File: src/rtl/xmr_pkg.sv
package xmr_pkg;

  // Strobes from control to datapath, all valid for the current edge
  typedef struct packed {
    logic load;        // capture the address into the stored register
    logic flagReject;  // command refused by device state
    logic flagProto;   // command carried a reserved encoding
  } xmr_strobe_t;

  localparam int FIELD_W   = 12;
  localparam logic [1:0] TERM_RSVD = 2'b01;
  localparam logic [1:0] TERM_ZQ2  = 2'b11;
  localparam logic [1:0] TERM_OFF  = 2'b00;

  function automatic logic [3:0] wrRecFromCode(input logic [2:0] code);
    if (code < 3'd6)       return 4'(code) + 4'd5;
    else if (code == 3'd6) return 4'd11;
    else                   return 4'd13;
  endfunction

  function automatic logic [5:0] driveFromCode(input logic [1:0] code);
    case (code)
      2'b00:   return 6'd0;
      2'b01:   return 6'd30;
      2'b10:   return 6'd40;
      default: return 6'd50;
    endcase
  endfunction

endpackage

File: src/rtl/xmr_control.sv
module xmr_control
  import xmr_pkg::*;
#(
  parameter int ADDR_W = 13,
  parameter int TMRD   = 4
) (
  input  logic              clk,
  input  logic              rstN,
  input  logic              cke,
  input  logic              csN,
  input  logic              rasN,
  input  logic              casN,
  input  logic              weN,
  input  logic [1:0]        bankAddr,
  input  logic [ADDR_W-1:0] addr,
  input  logic              banksIdle,
  output xmr_strobe_t       strobe,
  output logic              busy
);
  localparam int CNT_W = $clog2(TMRD + 1);
  localparam logic [CNT_W-1:0] CNT_LOAD = CNT_W'(TMRD);

  logic [CNT_W-1:0] busyCnt;
  logic ckePrev;
  logic cmdHit;
  logic canTake;
  logic rsvdHigh;
  logic protoBad;

  assign cmdHit = !csN && !rasN && !casN && !weN && (bankAddr == 2'b01);

  generate
    if (ADDR_W > FIELD_W) begin : g_rsvd
      assign rsvdHigh = |addr[ADDR_W-1:FIELD_W];
    end else begin : g_noRsvd
      assign rsvdHigh = 1'b0;
    end
  endgenerate

  assign protoBad = rsvdHigh || (addr[3:2] == TERM_RSVD);
  assign canTake  = (busyCnt == '0) && banksIdle && cke && ckePrev;

  always_comb begin
    strobe.load       = cmdHit && canTake && !protoBad;
    strobe.flagReject = cmdHit && !canTake;
    strobe.flagProto  = cmdHit && canTake && protoBad;
  end

  always_ff @(posedge clk) begin
    if (!rstN) begin
      busyCnt <= '0;
      ckePrev <= 1'b0;
    end else begin
      ckePrev <= cke;
      if (strobe.load)        busyCnt <= CNT_LOAD;
      else if (busyCnt != '0) busyCnt <= busyCnt - 1'b1;
    end
  end

  assign busy = (busyCnt != '0);

  assert_busy_after_load_R6: assert property (@(posedge clk) disable iff (!rstN)
    strobe.load |=> busy);
  assert_cnt_bound_R6: assert property (@(posedge clk) disable iff (!rstN)
    busyCnt <= CNT_LOAD);
  assert_no_load_busy_R7: assert property (@(posedge clk) disable iff (!rstN)
    busy |-> !strobe.load);
  assert_no_load_open_bank_R7: assert property (@(posedge clk) disable iff (!rstN)
    !banksIdle |-> !strobe.load);
  assert_cke_qualified_R7: assert property (@(posedge clk) disable iff (!rstN)
    strobe.load |-> cke && ckePrev);
  assert_proto_no_busy_R8: assert property (@(posedge clk) disable iff (!rstN)
    (strobe.flagProto && !busy) |=> !busy);

endmodule

File: src/rtl/xmr_datapath.sv
module xmr_datapath
  import xmr_pkg::*;
#(
  parameter int ADDR_W = 13
) (
  input  logic              clk,
  input  logic              rstN,
  input  logic              cke,
  input  logic [ADDR_W-1:0] addr,
  input  xmr_strobe_t       strobe,
  output logic              accepted,
  output logic              rejectErr,
  output logic              protoErr,
  output logic [5:0]        driveOhms,
  output logic [1:0]        termCode,
  output logic              odtOn,
  output logic              dllEnable,
  output logic              addLatency,
  output logic [3:0]        wrRecovery,
  output logic [5:0]        pullUpOhms,
  output logic              caTermHalf,
  output logic              vendorIdReq
);
  logic [FIELD_W-1:0] fieldReg;
  logic [FIELD_W-1:0] resetVal;

  always_comb begin
    resetVal      = '0;
    resetVal[3:2] = cke ? TERM_ZQ2 : TERM_OFF;
  end

  always_ff @(posedge clk) begin
    if (!rstN) begin
      fieldReg  <= resetVal;
      accepted  <= 1'b0;
      rejectErr <= 1'b0;
      protoErr  <= 1'b0;
    end else begin
      if (strobe.load) fieldReg <= addr[FIELD_W-1:0];
      accepted  <= strobe.load;
      rejectErr <= strobe.flagReject;
      protoErr  <= strobe.flagProto;
    end
  end

  always_comb begin
    driveOhms   = driveFromCode(fieldReg[1:0]);
    termCode    = fieldReg[3:2];
    odtOn       = (fieldReg[3:2] != TERM_OFF);
    dllEnable   = !fieldReg[6];
    addLatency  = fieldReg[8];
    wrRecovery  = wrRecFromCode({fieldReg[7], fieldReg[5], fieldReg[4]});
    pullUpOhms  = fieldReg[9] ? 6'd60 : 6'd40;
    vendorIdReq = fieldReg[10];
    caTermHalf  = fieldReg[11];
  end

  assert_hold_unless_load_R7: assert property (@(posedge clk) disable iff (!rstN)
    !strobe.load |=> $stable(fieldReg));
  assert_one_result_R1: assert property (@(posedge clk) disable iff (!rstN)
    $onehot0({accepted, rejectErr, protoErr}));
  assert_term_never_rsvd_R8: assert property (@(posedge clk) disable iff (!rstN)
    termCode != TERM_RSVD);
  assert_accept_follows_load_R1: assert property (@(posedge clk) disable iff (!rstN)
    strobe.load |=> accepted);

endmodule

File: src/rtl/xmr_unit.sv
module xmr_unit
  import xmr_pkg::*;
#(
  parameter int ADDR_W = 13,
  parameter int TMRD   = 4
) (
  input  logic              clk,
  input  logic              rstN,
  input  logic              cke,
  input  logic              csN,
  input  logic              rasN,
  input  logic              casN,
  input  logic              weN,
  input  logic [1:0]        bankAddr,
  input  logic [ADDR_W-1:0] addr,
  input  logic              banksIdle,
  output logic              busy,
  output logic              accepted,
  output logic              rejectErr,
  output logic              protoErr,
  output logic [5:0]        driveOhms,
  output logic [1:0]        termCode,
  output logic              odtOn,
  output logic              dllEnable,
  output logic              addLatency,
  output logic [3:0]        wrRecovery,
  output logic [5:0]        pullUpOhms,
  output logic              caTermHalf,
  output logic              vendorIdReq
);
  xmr_strobe_t strobe;

  xmr_control #(.ADDR_W(ADDR_W), .TMRD(TMRD)) u_ctrl (
    .clk(clk), .rstN(rstN), .cke(cke), .csN(csN), .rasN(rasN), .casN(casN),
    .weN(weN), .bankAddr(bankAddr), .addr(addr), .banksIdle(banksIdle),
    .strobe(strobe), .busy(busy)
  );

  xmr_datapath #(.ADDR_W(ADDR_W)) u_dp (
    .clk(clk), .rstN(rstN), .cke(cke), .addr(addr), .strobe(strobe),
    .accepted(accepted), .rejectErr(rejectErr), .protoErr(protoErr),
    .driveOhms(driveOhms), .termCode(termCode), .odtOn(odtOn),
    .dllEnable(dllEnable), .addLatency(addLatency), .wrRecovery(wrRecovery),
    .pullUpOhms(pullUpOhms), .caTermHalf(caTermHalf), .vendorIdReq(vendorIdReq)
  );

endmodule

File: config.mk
export PLATFORM = sky130hd
export DESIGN_NAME = xmr_unit
export DESIGN_NICKNAME = d
export VERILOG_FILES = /design/src/rtl/xmr_pkg.sv /design/src/rtl/xmr_control.sv /design/src/rtl/xmr_datapath.sv /design/src/rtl/xmr_unit.sv
export SDC_FILE = /design/constraint.sdc
export NUM_CORES = 1
export LEC_CHECK = 0
export ABC_AREA = 1
export CORE_MARGIN = 2
export CORE_UTILIZATION = 60
export DETAILED_ROUTE_END_ITERATION = 10
export DONT_BUFFER_PORTS = 1
export GPL_ROUTABILITY_DRIVEN = 0
export PLACE_DENSITY_LB_ADDON = 0.3
export SLEW_MARGIN = 5
export SYNTH_ARGS = -nofsm -noshare
export SYNTH_HDL_FRONTEND = slang
export SYNTH_HIERARCHICAL = 1
export SYNTH_SLANG_ARGS = --single-unit
export TNS_END_PERCENT = 20
File: constraint.sdc
create_clock -name clk -period 2.3 [get_ports clk]
set_input_delay 0.23 -clock clk [delete_from_list [all_inputs] [get_ports clk]]
set_output_delay 0.23 -clock clk [all_outputs]
set_load 0.005 [all_outputs]
==> reports/metrics.yaml <==
outcome: "completed"
initial_utilization: 0.619
yosysTopAreaCell: "dfxtp_1"
synthArstFlopShare: 0
firstDrtPassIters: 2
critical_path.cell_chain: "inv_1 > ha_1 > ha_1 > nand4_4 > nor2_2 > nand2_2 > inv_1 > inv_1 > nand2_1"
numCtsBuffers: 3
gr-total-overflow: 0
total_leakage_power_nw: 0.516
grt_setup_unrepaired: "false"
post-route-period-util: 0.832
dp_hpwl_mm: 1.22
crit_type: "flip-flop to flip-flop"
fin_ws_ps: 386
cts_htree_levels: 1
irDropWorstVdd_mv: 0.398
dp_cells: 138
post_cts.repair.setup_buffers: 0
synth_top_area_frac: 0.329
ys_ff_latch: 19
crit_slowest_cell: "dfxtp_1"
cts_tree: "yes"
final.setup.tns_ps: 0
detail-route-antenna-nets: 0
yosysMostFrequentCell: "nand2_1"
die-height_um: 45.5
max_freq_mhz: 523
route.detailed.drc: 0
drt_iter0_markers: 3
min_period_ps: 1910
skew_ps: 2.99
crit_arrival_ps: 1900
seq_area_frac_synth: 0.387
num_vias: 704
crit_fanout: 8
synthCells: 131
slowest_delay_ps: 330
slew_violations: 0
cp-endpoint: "u_dp/fieldReg[3]"
drive_above_1_share: 0.120
routedWlPerCell_um: 10.4
worstHoldStart: "rstN"
ys_top_cells_by_area: "dfxtp_1, nand2_1, ha_1"
synth_flop_cell: "dfxtp_1"
clkSinkCount: 19
r2r-start: "u_ctrl/busyCnt[0]"
core_um2: 1670
grt_pass1_vias: 555
grt_max_degree: 14
hold_path_class: "input port to flip-flop"
p_total_w: 0.000693
synthesis.area_um2: 1030
yosys_warnings: 6
vias_per_cell: 4.96
hold_viol: 0
r2r_setup_slack_ps: 390
grt_pass1_wl_mm: 2.15
ctsRootBufferMaster: "clkbuf_4"
maxCapViolCount: 0
grt_use_total: 0.149
crit_top_cell: "inv_1"
n_antenna_cell: 0
port_buffers: 0
endpoint_kind: "flip-flop"
cp.required_ps: 2290
critPathBufInv: 3
fp.dieW_um: 45.5
clock_latency_ps: 290
antenna_found_initial: 0
ios: 50
setup_viol: 0
crit_family: "simple AND/OR/NAND/NOR gates"
path_depth: 9
hold_depth: 2
synth_commonest_cells: "nand2_1, inv_1, dfxtp_1"
synth-edff-count: 2
dp_slack_ps: 391
core.rowCount: 15
whs_ps: 30.3
area_growth_pct: -5.08
clk_pin_slew_worst_paths_ps: 100
reg2regPathDepth: 9
startpoint_type: "flip-flop"
instances_no_fill: 142
syn_avg_cell_area_um2: 7.90
cp-startpoint: "u_ctrl/busyCnt[0]"
cts_resized: 0
nets: 157
nFillCells: 160
die-area_um2: 2070
clockBufferDepth: 2
r2r-end: "u_dp/fieldReg[3]"
cts-hold-fix-buffers: 0
p_per_area_nw_per_um2: 706
synth_cell_types: 23
wl_mm: 1.47
==> final cells by class <==
class,instances,area [µm²],share of cell area
Clock buffer,3,22.5,0.0229
Clock inverter,1,5.00,0.00510
Inverter,25,96.3,0.0981
Multi-Input combinational cell,77,437,0.445
Sequential cell,19,400,0.408
Tap cell,17,21.3,0.0217
==> worst register-to-register path, cell delays in order (launching register included) <==
cell	delay [ps]
dfxtp_1	330
inv_1	50
ha_1	160
ha_1	330
nand4_4	130
nor2_2	140
nand2_2	70
inv_1	110
inv_1	100
nand2_1	200
==> report_power, final <==
group,internal (W),switching (W),leakage (nW)
Combinational,0.0000622,0.0000922,0.341
Sequential,0.000362,0.0000146,0.157
Clock,0.0000646,0.0000977,0.0177
Total,0.000488,0.000204,0.516
==> metrics by stage <==
stage	utilization	area, µm²
finish	0.588	982
global route	0.588	982
CTS	0.588	982
detailed placement	0.572	955
global placement	0.572	955
floorplan	-	1050
==> how the worst min path moves through the flow <==
| stage | end |
|---|---|
| finish | u_dp/rejectErr |
| global route | u_ctrl/ckePrev |
| CTS | u_dp/rejectErr |
| detailed placement | u_ctrl/ckePrev |
| global placement | u_ctrl/ckePrev |
| floorplan | u_ctrl/ckePrev |
==> metal layers <==
metal / up-vias / global-route usage / share of wire
met2: 31 / 0.245 / 0.50
li1: 367 / - / -
met4: 0 / 0.106 / 0.021
met3: 4 / 0.0556 / 0.075
met1: 302 / 0.153 / 0.41
met5: - / 0 / 0
==> cells in the final DEF (no fill, tap or decap) <==
cell type  synthesis  routed
or2_2              4       4
nand4_4            1       1
nor2_1             7       7
conb_1             2       5
nand2_2            1       1
a21oi_1            3       3
xor2_1             1       1
nand3_1            4       4
nand2_1           29      29
clkbuf_4           0       3
nand2_4            1       1
nor2_2             1       1
ha_1               8       8
clkinv_2           0       1
nor3_1             1       1
dfxtp_1           17      17
edfxtp_1           2       2
inv_4              1       1
o21ai_0            9       9
o21ai_2            1       1
inv_1             24      24
nand3_2            1       1
==> flip-flops by register name (all words and copies together) (netlist names) <==
name	count
u_dp/protoErr	1
u_dp/rejectErr	1
u_dp/fieldReg	12
u_ctrl/ckePrev	1
u_dp/accepted	1
u_ctrl/busyCnt	3
==> cells by family (layout without fill, tap and decap cells) <==
kind of cell / count (synthesis) / count (layout) / share of synthesized area
simple gates: 50 / 50 / 0.232
buf+inv: 38 / 29 / 0.202
flops: 19 / 19 / 0.387
compound gates: 13 / 13 / 0.0665
fa+ha+maj: 8 / 8 / 0.0967
other cells: 2 / 5 / 0.00726
xor+xnor: 1 / 1 / 0.00847
Power figures use the tool's default switching activity.
